<file path="src/rtl/spi_regfile_slave.sv">
module spi_regfile_slave #(
  parameter int NREGS    = 48,
  parameter int CLR_ADDR = 47,
  parameter int NFLT     = 4,
  parameter int NWARN    = 3,
  parameter int NDRV     = 6
) (
  input  logic             clk,
  input  logic             rst_n,
  input  logic             spi_sclk,
  input  logic             spi_csn,
  input  logic             spi_sdi,
  output logic             spi_sdo,
  output logic             spi_sdo_oe,
  input  logic [NFLT-1:0]  fault_in,
  input  logic [NWARN-1:0] warn_in,
  input  logic [NDRV-1:0]  drv_flt,
  input  logic             ov_flag,
  input  logic             uv_flag,
  input  logic             otsd_flag
);
  localparam int AW = 6;
  localparam int DW = 16;
  localparam int FW = 24;
  localparam logic [AW-1:0] FRAME_BITS = AW'(FW);
  localparam logic [AW-1:0] HDR_BITS   = AW'(8);

  logic [2:0] sck_s, cs_s;
  logic [1:0] sdi_s;
  logic [AW-1:0] bit_cnt;
  logic [FW-1:0] rx, tx;
  logic sdo_q, spi_err;
  logic [DW-1:0] regs [NREGS];

  wire cs_act     = ~cs_s[1];
  wire cs_fall    = cs_s[2] & ~cs_s[1];
  wire cs_rise    = ~cs_s[2] & cs_s[1];
  wire sclk_rise  = cs_act & ~sck_s[2] & sck_s[1];
  wire sclk_fall  = cs_act & sck_s[2] & ~sck_s[1];
  wire sdi_bit    = sdi_s[1];

  wire [7:0] status = {2'b11,
                       (|fault_in) | ov_flag | uv_flag | (|drv_flt) | otsd_flag,
                       |warn_in, ov_flag | uv_flag, |drv_flt, otsd_flag, spi_err};

  wire [AW-1:0] rd_addr = {rx[4:0], sdi_bit};
  wire [DW-1:0] rd_val  = (int'(rd_addr) < NREGS) ? regs[rd_addr] : '0;

  wire [AW-1:0] fr_addr = rx[21:16];
  wire len_ok  = (bit_cnt == FRAME_BITS);
  wire wr_ok   = len_ok & ~rx[23] & ~rx[22] & (int'(fr_addr) < NREGS);
  wire clr_hit = wr_ok & (int'(fr_addr) == CLR_ADDR) & rx[0];

  assign spi_sdo    = sdo_q;
  assign spi_sdo_oe = cs_act;

  always_ff @(posedge clk or negedge rst_n) begin
    if (!rst_n) begin
      sck_s <= '0;
      cs_s  <= '1;
      sdi_s <= '0;
    end else begin
      sck_s <= {sck_s[1:0], spi_sclk};
      cs_s  <= {cs_s[1:0], spi_csn};
      sdi_s <= {sdi_s[0], spi_sdi};
    end
  end

  always_ff @(posedge clk or negedge rst_n) begin
    if (!rst_n) begin
      bit_cnt <= '0;
      rx      <= '0;
      tx      <= '0;
      sdo_q   <= 1'b0;
    end else if (cs_fall) begin
      bit_cnt <= '0;
      tx      <= {status, {DW{1'b0}}};
      sdo_q   <= status[7];
    end else begin
      if (sclk_rise) begin
        sdo_q <= tx[FW-1];
        tx    <= {tx[FW-2:0], 1'b0};
      end
      if (sclk_fall) begin
        rx <= {rx[FW-2:0], sdi_bit};
        if (bit_cnt != '1) bit_cnt <= bit_cnt + 1'b1;
        if (bit_cnt == HDR_BITS - 1'b1) tx[FW-1:FW-DW] <= rd_val;
      end
    end
  end

  always_ff @(posedge clk or negedge rst_n) begin
    if (!rst_n) begin
      spi_err <= 1'b0;
      for (int i = 0; i < NREGS; i++) regs[i] <= '0;
    end else if (cs_rise) begin
      if (!len_ok) spi_err <= 1'b1;
      else if (clr_hit) spi_err <= 1'b0;
      if (wr_ok)
        regs[fr_addr] <= (int'(fr_addr) == CLR_ADDR) ? {rx[DW-1:1], 1'b0} : rx[DW-1:0];
    end
  end


  cnt_restart_chk: assert property (@(posedge clk) disable iff (!rst_n)
    cs_fall |=> bit_cnt == '0);


  sdo_edge_chk: assert property (@(posedge clk) disable iff (!rst_n)
    (!sclk_rise && !cs_fall) |=> $stable(spi_sdo));


  lead_one_chk: assert property (@(posedge clk) disable iff (!rst_n)
    cs_fall |=> spi_sdo);


  err_set_chk: assert property (@(posedge clk) disable iff (!rst_n)
    $rose(spi_err) |-> $past(cs_rise && bit_cnt != FRAME_BITS));


  err_clr_chk: assert property (@(posedge clk) disable iff (!rst_n)
    $fell(spi_err) |-> $past(cs_rise && clr_hit));


  reg_hold_chk: assert property (@(posedge clk) disable iff (!rst_n)
    !cs_rise |=> $stable(regs[0]));
endmodule

</file>
<file path="config.mk">
export PLATFORM = sky130hd
export DESIGN_NAME = spi_regfile_slave
export DESIGN_NICKNAME = d
export VERILOG_FILES = /design/src/rtl/spi_regfile_slave.sv
export SDC_FILE = /design/constraint.sdc
export NUM_CORES = 1
export LEC_CHECK = 0
export BUFFER_PORTS_ARGS = -buffer_cell sky130_fd_sc_hd__buf_4
export CORE_UTILIZATION = 29
export CTS_CLUSTER_SIZE = 20
export DETAILED_ROUTE_END_ITERATION = 6
export RECOVER_POWER = 25
export SYNTH_ARGS = -nofsm -noshare
export SYNTH_HDL_FRONTEND = slang
export SYNTH_SLANG_ARGS = --single-unit
export TNS_END_PERCENT = 5
</file>
<file path="constraint.sdc">
create_clock -name clk -period 7.4 [get_ports clk]
set_clock_uncertainty 0.2 [all_clocks]
set_input_delay 0.37 -clock clk [delete_from_list [all_inputs] [get_ports clk]]
set_output_delay 0.37 -clock clk [all_outputs]
set_load 0.1 [all_outputs]
</file>
Yosys cells after proc, flatten, opt, wreduce, memory -nomap -nowiden
Index checks and enable logic that the tools add are counted.
Widths: inputs -> output; s select.

word-level totals
  output and inout bits = 2
  flip-flop bits (word level) = 832
  logic and storage cells = 123
  input bits = 21

cells by class
  multiplexer cells = 19
  $add $sub $neg = 1
  bitwise operators = 25
  reductions and logical operators = 11
  $lt $le $gt $ge = 5
  equal/unequal tests = 5

operator list
  operator             number
  $bwmux 768           1
  $bmux 16 s6          1
  $demux 16 s6         1
  $mux 16              6
  $mux 24              2
  $mux 6               3
  $ge 7x7->1 const B   2
  $not 6->7            2
  $lt 6x6->1 const B   2
  $and 1x1->1          11
  $reduce_and 2->1     4
  $lt 7x1->1 const B   1
  $not 1->1            7
  $add 6x1->6 const B  1
  $eq 6x3->1 const B   1
  $eq 6x5->1 const B   1
  $eq 6x6->1 const B   1
  $ne 6x6->1 const B   1
  $reduce_bool 2->1    3
  $reduce_or 6->1      1
  $mux 1               5
  $or 1x1->1           5
  $reduce_or 4->1      1
  $reduce_or 3->1      1
  2 further kinds      2

Logic depth before layout (Yosys ltp)
Gate-level depths: netlist (run 1).

  depth in word-level cells = 8
  mapped depth = 9

Worst setup path before layout (run 1)
No wires, ideal clock.

  path kind = register to register
  start = register bit_cnt[0]
  end = register regs[309] (netlist bit)
  data arrival time = 2469 ps
  stages on the path, launching flop included = 9
  path buffers = 1
  data required time = 7072 ps
  library setup time = 128 ps
  period minus slack after synthesis = 2797 ps
  path slack = 4603 ps
  cells stage by stage = dfrtp_1 > inv_1 > ha_1 > nand4b_1 > nor4_4 > nand3b_2 > nor2_2 > buf_4 > mux2_1

between the ends
  longest elaborated chain between the ends = 5

ends and longest elaborated chain
  element                          RTL line  source
  from (decl)                      30        logic [AW-1:0] bit_cnt;
  from (signal assigned)           86        if (bit_cnt != '1) bit_cnt <= bit_cnt + 1'b1;
  $eq 6x5->1                       50        wire len_ok = (bit_cnt == FRAME_BITS);
  $and 1x1->1 (3 in a row)         51        wire wr_ok = len_ok & ~rx[23] & ~rx[22] & (int'(fr_addr) < NREGS);
  $reduce_and 2->1 (no line)       n/a
  to (signal, indexed assignment)  100       regs[fr_addr] <= (int'(fr_addr) == CLR_ADDR) ? {rx[DW-1:1], 1'b0} : rx[DW-1:0];
  to (decl)                        33        logic [DW-1:0] regs [NREGS];

Every way passes these cells.
A chain may end at the register's enable or synchronous reset.

==> impl_metrics.ini, run 1 <==
[worst_setup_path]
reg2reg_from = sdi_s[1]$_DFF_PN0_
arrival_ns = 4.43
cp_max_fo = 138
crit_buf_inv = 3
critPathRequiredTime_ns = 7.14
crit_family = buffers and inverters
cp_cell_sequence = dlygate4sd3_1, buf_8, clkbuf_2
critPathKind = primary input to asynchronous set/reset pin
worst_path_max_delay_cell = clkbuf_2
cp-startpoint = rst_n
cp-end-kind = asynchronous set/reset pin
startpoint_type = primary input
critPathMaxStageDelay_ns = 2.58

[floorplan]
initial_core_util_pct = 29.2
die_area_um2 = 132000
dieWidth_um = 363
die_h_um = 363
num_rows = 132
ios = 23
coreArea_um2 = 129000

[routing]
ant_nets = 0
wl_per_cell_um = 24.1
drc = 0
drtIter0Drc = 2167
drtPass1Iterations = 7
vias = 23035
vias_per_cell = 5.17
routed_wl_um = 107000

[global_route]
grt.total_usage_pct = 16.4
grt_max_degree = 173
grt_first_pass_wirelength_um = 163000
grt-ovfl-total = 0
antenna_found_initial = 3
grt_pass1_vias = 23866

[final_layout]
drive_gt1_share_pct = 40.7
multi_input_area_um2 = 15900
layout.nets = 2663
layout_commonest_cell = dfrtp_1
final_cell_area_um2 = 43200
fillCellCount = 12603
regArea_um2 = 20800
layout_common_cells = 813 x dfrtp_1, 636 x mux2_2, 180 x nand2_1, 153 x mux4_2, 128 x mux2_1
syn2layout_area_growth_pct = 14.4

[status]
violations = capacitance limit, slew limit
outcome = finished, violations left

[yosys]
ys_types = 54
async_flop_share_pct = 100
ys.flop_type = dfrtp_1
yosysTopAreaCellShare_pct = 54.8
ys_seq_area_share_pct = 55.0
synth_edf_count = 0
synth_area_leaders = dfrtp_1 55%, mux2_2 19%, mux4_2 9.1%
yosys_warnings = 0
postSynthCellCount = 2682
syn_nets = 2705
syn_area_per_cell_um2 = 14.1
ys_ff_latch = 831
synth_area_um2 = 37800
yosysTopAreaCell = dfrtp_1

[clocking]
insertion_delay_ns = 0.68
cts_buffers = 91
clockBufferDepth = 3
clk_pin_slew_worst_paths_ns = 0.06
cts_tree = built
cts-root-buf = clkbuf_16
cts_num_sinks = 831
h-tree-depth = 3

[min_path]
hold_class = flop to flop
hp-start = sck_s[0]$_DFF_PN0_

[power_and_ir_drop]
ir_worst_vdd_mv = 0.179
power.density_nw_per_um2 = 243
p_leak_nw = 20.2

[place]
routabilityCongestion = 0.891
place_area_um2 = 39800
hpwl_um = 64400
io_buffers = 22

[timing]
min_period_over_period_pct = 63.3
rsz0062_at_grt = false
setup_viol = 0
slew_violations = 294
finalSetupTns_ns = 0
slew-limit-headroom_pct = -141
finalCriticalPeriod_ns = 4.68
hold_violations = 0
max_freq_ghz = 0.213
worst_pin_slew_ns = 3.61

[run]
cap_violations = 3
==> registers in the layout, indices dropped and copies added (netlist names) <==
signal and cells:
spi_sdo 1, spi_err 1, sdi_s 2, rx 24
bit_cnt 6, sck_s 3, regs 768, tx 23
cs_s 3
==> cells in the mapped netlist (all sizes together), types with 11 or more instances <==
library cell  instances
dfrtp               828
a2111oi              12
nor2                 68
mux2i                43
nor3                 23
and3                 12
a211oi               11
mux4                153
nor2b                16
o21ai               110
nand2               180
a221oi               12
nand4                30
mux2                764
buf                  72
clkbuf              181
a21oi                35
o22ai                32
==> per-stage QoR <==
step                total power (W)  utilization (%)  worst slack (ns)  hold WS, ns  cells
global route                 0.0109             33.4              1.94        0.166   4457
CTS                          0.0106             33.5              3.29        0.127   4457
global placement            0.00565             30.8              3.24        0.138   4278
detailed placement          0.00566             30.8              3.32        0.142   4278
finish                       0.0105             33.4              2.72        0.152   4459
floorplan                   0.00518                -              4.60       -0.126   2682
==> worst paths after layout <==
check	end	slack [ns]	depth (start not counted)
setup reg to reg	tx[15]$_DFF_PN0_	3.31	7
hold / removal	sck_s[1]$_DFF_PN0_	0.15	0
max in group clk	tx[15]$_DFF_PN0_	3.31	7
hold reg to reg	sck_s[1]$_DFF_PN0_	0.15	0
min in group asynchronous	regs[344]$_DFFE_PN0P_	0.18	2
setup / recovery	regs[661]$_DFFE_PN0P_	2.72	3
==> layout make-up <==
cell class                 count  area share, %
inverter                       8         0.0695
clock inverter                39           1.42
clock buffer                 129           6.25
multi-input combinational   1590           36.8
antenna                        2         0.0116
tap                         1742           5.04
sequential                   831           48.2
timing repair buffer         118           2.24
==> layer usage <==
metal / routed length, um / vias to the layer above / global-route usage (%)
met5: 0 / - / 0
met3: 5990 / 175 / 2.73
met1: 49000 / 12421 / 23.0
li1: - / 9753 / -
met4: 3560 / 0 / 6.18
met2: 48800 / 686 / 25.4
==> what timing repair did <==
item / CTS / global route
hold endpoints to repair: 100 / 0
hold buffers: 11 / 0
setup endpoints to repair: 0 / 0
gates resized for setup: 0 / 0
setup buffers: 0 / 0
==> power breakdown <==
group / switching [W] / leakage [nW] / total, W / internal, W
logic: 0.000710 / 7.03 / 0.000953 / 0.000243
registers: 0.0000611 / 11.5 / 0.00463 / 0.00456
clock network: 0.00194 / 1.63 / 0.00495 / 0.00301
==> cell families after synthesis <==
kind of cell | count (synthesis) | synth area share [%]
muxes | 960 | 33.0
DFF | 831 | 55.0
and+or+nand+nor | 374 | 4.84
buffers and inverters | 261 | 2.88
AOI/OAI and AO/OA | 250 | 4.05
xor gates and xnor gates | 4 | 0.0927
adders and majority gates | 2 | 0.0662
No activity file was read; power rests on OpenSTA's default activity.
==> run 2: changes to the inputs <==
Settings changed: ABC_AREA from default to 1.
Clock period 7.4 ns to 4.45 ns, I/O delays scaled along.
==> run 2 against run 1 <==
The run still ends with capacitance limit, slew limit left. Combinational power rose by 150%. Area after synthesis increased by 0.86%. Global-route usage up 1.3 points. Sequential share of layout area increased by 0.31 points. Register-to-register slack got worse by 2.1 ns. Utilization fell by 0.41 points. Routed wire length up 8.8%. Die area rose by 0.86%. Non-clock buffer count grew 9. Worst hold slack got worse by 0.094 ns. Largest cell class unchanged.
==> impl_metrics.ini, run 2 <==
[global_route]
grt.total_usage_pct = 17.7
grt_max_degree = 167
grt_pass1_vias = 30369
grt-ovfl-total = 0
grt_first_pass_wirelength_um = 185000
antenna_found_initial = 0

[clocking]
ctsResizeCount = 0
clk_pin_slew_worst_paths_ns = 0.06
h-tree-depth = 3
insertion_delay_ns = 0.66
clockBufferDepth = 3
postCtsSetupBuffers = 0
cts_num_sinks = 831
cts_hold_buffers = 18
cts_tree = built
cts_buffers = 92
cts-root-buf = clkbuf_16

[place]
routabilityCongestion = 0.868
io_buffers = 22
hpwl_um = 66000

[timing]
finalCriticalPeriod_ns = 3.36
holdWs_ns = 0.0575
max_freq_ghz = 0.298
finalSetupTns_ns = 0
setup_viol = 0
hold_violations = 0
slew_violations = 285
slew-limit-headroom_pct = -53.1
worst_pin_slew_ns = 2.30
min_period_over_period_pct = 75.4
rsz0062_at_grt = false

[worst_setup_path]
reg2reg_from = bit_cnt[0]$_DFFE_PN0P_
reg2reg_slack_ns = 1.26
critPathRequiredTime_ns = 4.53
startpoint_type = primary input
rr_endpoint = regs[749]$_DFFE_PN0P_
cp-end-kind = asynchronous set/reset pin
arrival_ns = 3.44
worstRegToRegCells = 8
critPathKind = primary input to asynchronous set/reset pin
cp_max_fo = 158

[min_path]
hold_depth = 2
hp-start = spi_sclk
hold_path_end = sck_s[0]$_DFF_PN0_
hold_class = primary input to flop

[final_layout]
layout_commonest_cell = nand2_1
largest_register_ffs = 768
syn2layout_area_growth_pct = 12.6
top_regs = regs: 768 flops, rx: 24 flops, tx: 23 flops
top_register = regs
layout_common_cells = 1451 x nand2_1, 974 x o21ai_0, 824 x dfrtp_1, 485 x nor2_1, 359 x nand3_1
drive_gt1_share_pct = 6.38
layout.nets = 4682

[floorplan]
initial_core_util_pct = 29.3
num_rows = 132
die_area_um2 = 133000
die_h_um = 365
dieWidth_um = 365
coreArea_um2 = 130000
ios = 23

[routing]
vias = 32064
routed_wl_um = 117000
drtIter0Drc = 3109
ant_nets = 0
vias_per_cell = 4.95
wl_per_cell_um = 18.0
drc = 0
drtPass1Iterations = 6

[yosys]
ys_seq_area_share_pct = 54.6
ys.flop_type = dfrtp_1
syn_area_per_cell_um2 = 7.86
ys_ff_latch = 831
syn_nets = 4869
yosysTopAreaCell = dfrtp_1
synth_area_leaders = dfrtp_1 54%, nand2_1 14%, o21ai_0 13%
yosysTopAreaCellShare_pct = 54.4
ys_types = 35
synth_area_um2 = 38100
synth_edf_count = 0
async_flop_share_pct = 100
yosysMostFrequentCell = nand2_1
synth_common_cells = 1451 x nand2_1, 974 x o21ai_0, 828 x dfrtp_1
yosys_warnings = 0
postSynthCellCount = 4846

[run]
cap_violations = 2

[power_and_ir_drop]
power.density_nw_per_um2 = 414
ir_worst_vdd_mv = 0.264
p_leak_nw = 18.9

[status]
outcome = finished, violations left
violations = capacitance limit, slew limit
==> run 2: changes by cell type in the layout (fill, tap and decap cells not counted), moves of 75 or more <==
cell	before	now
inv_1	7	148
mux2_1	128	0
mux2_2	636	0
mux4_2	153	0
nand2_1	180	1451
nand3_1	5	359
nor2_1	44	485
o21ai_0	110	974
o21ai_1	0	75
==> run 2: kinds of logic after synthesis <==
logic type / Yosys count / share of synthesized area (%)
compound gates: 1110 / 14.8
flops: 831 / 54.6
simple gates: 2324 / 24.5
fa+ha+maj: 2 / 0.0657
buf+inv: 579 / 6.05
==> run 2: per-stage QoR <==
step                util [%]  cells  power, W  instance area [um2]  worst slack [ns]
floorplan                  -   4846   0.00908                38100              2.08
global placement        30.6   6289    0.0102                39700              1.42
detailed placement      30.6   6289    0.0102                39700              1.28
CTS                     33.0   6476    0.0179                43000              1.23
global route            33.0   6476    0.0184                42900             0.639
finish                  33.0   6479    0.0178                42900              1.09
==> run 2: worst max-delay path, cell delays in order <==
cell,delay [ns]
dlygate4sd3_1,0.53
clkbuf_1,0.72
clkbuf_4,1.69
==> run 2: layout make-up <==
class	instances	area, um2
Timing Repair Buffer	127	1190
Tap cell	1742	2180
Clock buffer	135	2700
Sequential cell	831	20800
Fill cell	13662	87100
Clock inverter	34	353
Inverter	171	664
Multi-Input combinational cell	3436	15000
Antenna cell	3	7.51
==> run 2: worst max-delay path by stage <==
| stage | startpoint | end | slack, ns | cells after the start |
|---|---|---|---|---|
| final | rst_n | regs[496]$_DFFE_PN0P_ | 1.09 | 3 |
| after global routing | rst_n | regs[470]$_DFFE_PN0P_ | 0.64 | 3 |
| after CTS | otsd_flag | tx[21]$_DFF_PN0_ | 1.23 | 9 |
| after detailed placement | bit_cnt[0]$_DFFE_PN0P_ | regs[749]$_DFFE_PN0P_ | 1.28 | 8 |
| after global placement | bit_cnt[0]$_DFFE_PN0P_ | regs[746]$_DFFE_PN0P_ | 1.42 | 8 |
| after floorplan | cs_s[1]$_DFF_PN1_ | tx[10]$_DFF_PN0_ | 2.08 | 10 |
==> run 2: per-layer routing <==
metal | share of wire, % | up-vias | GRT usage [%]
li1 | - | 15304 | -
met1 | 45 | 15587 | 24.6
met2 | 46 | 977 | 28.2
met3 | 6.2 | 196 | 2.57
met4 | 3.0 | 0 | 5.64
met5 | 0 | - | 0
==> run 2: power by group <==
group          total, W  switching, W  internal (W)
Sequential      0.00772      0.000116       0.00760
Clock           0.00770       0.00320       0.00450
Combinational   0.00235       0.00176      0.000583
Total            0.0178       0.00507        0.0127
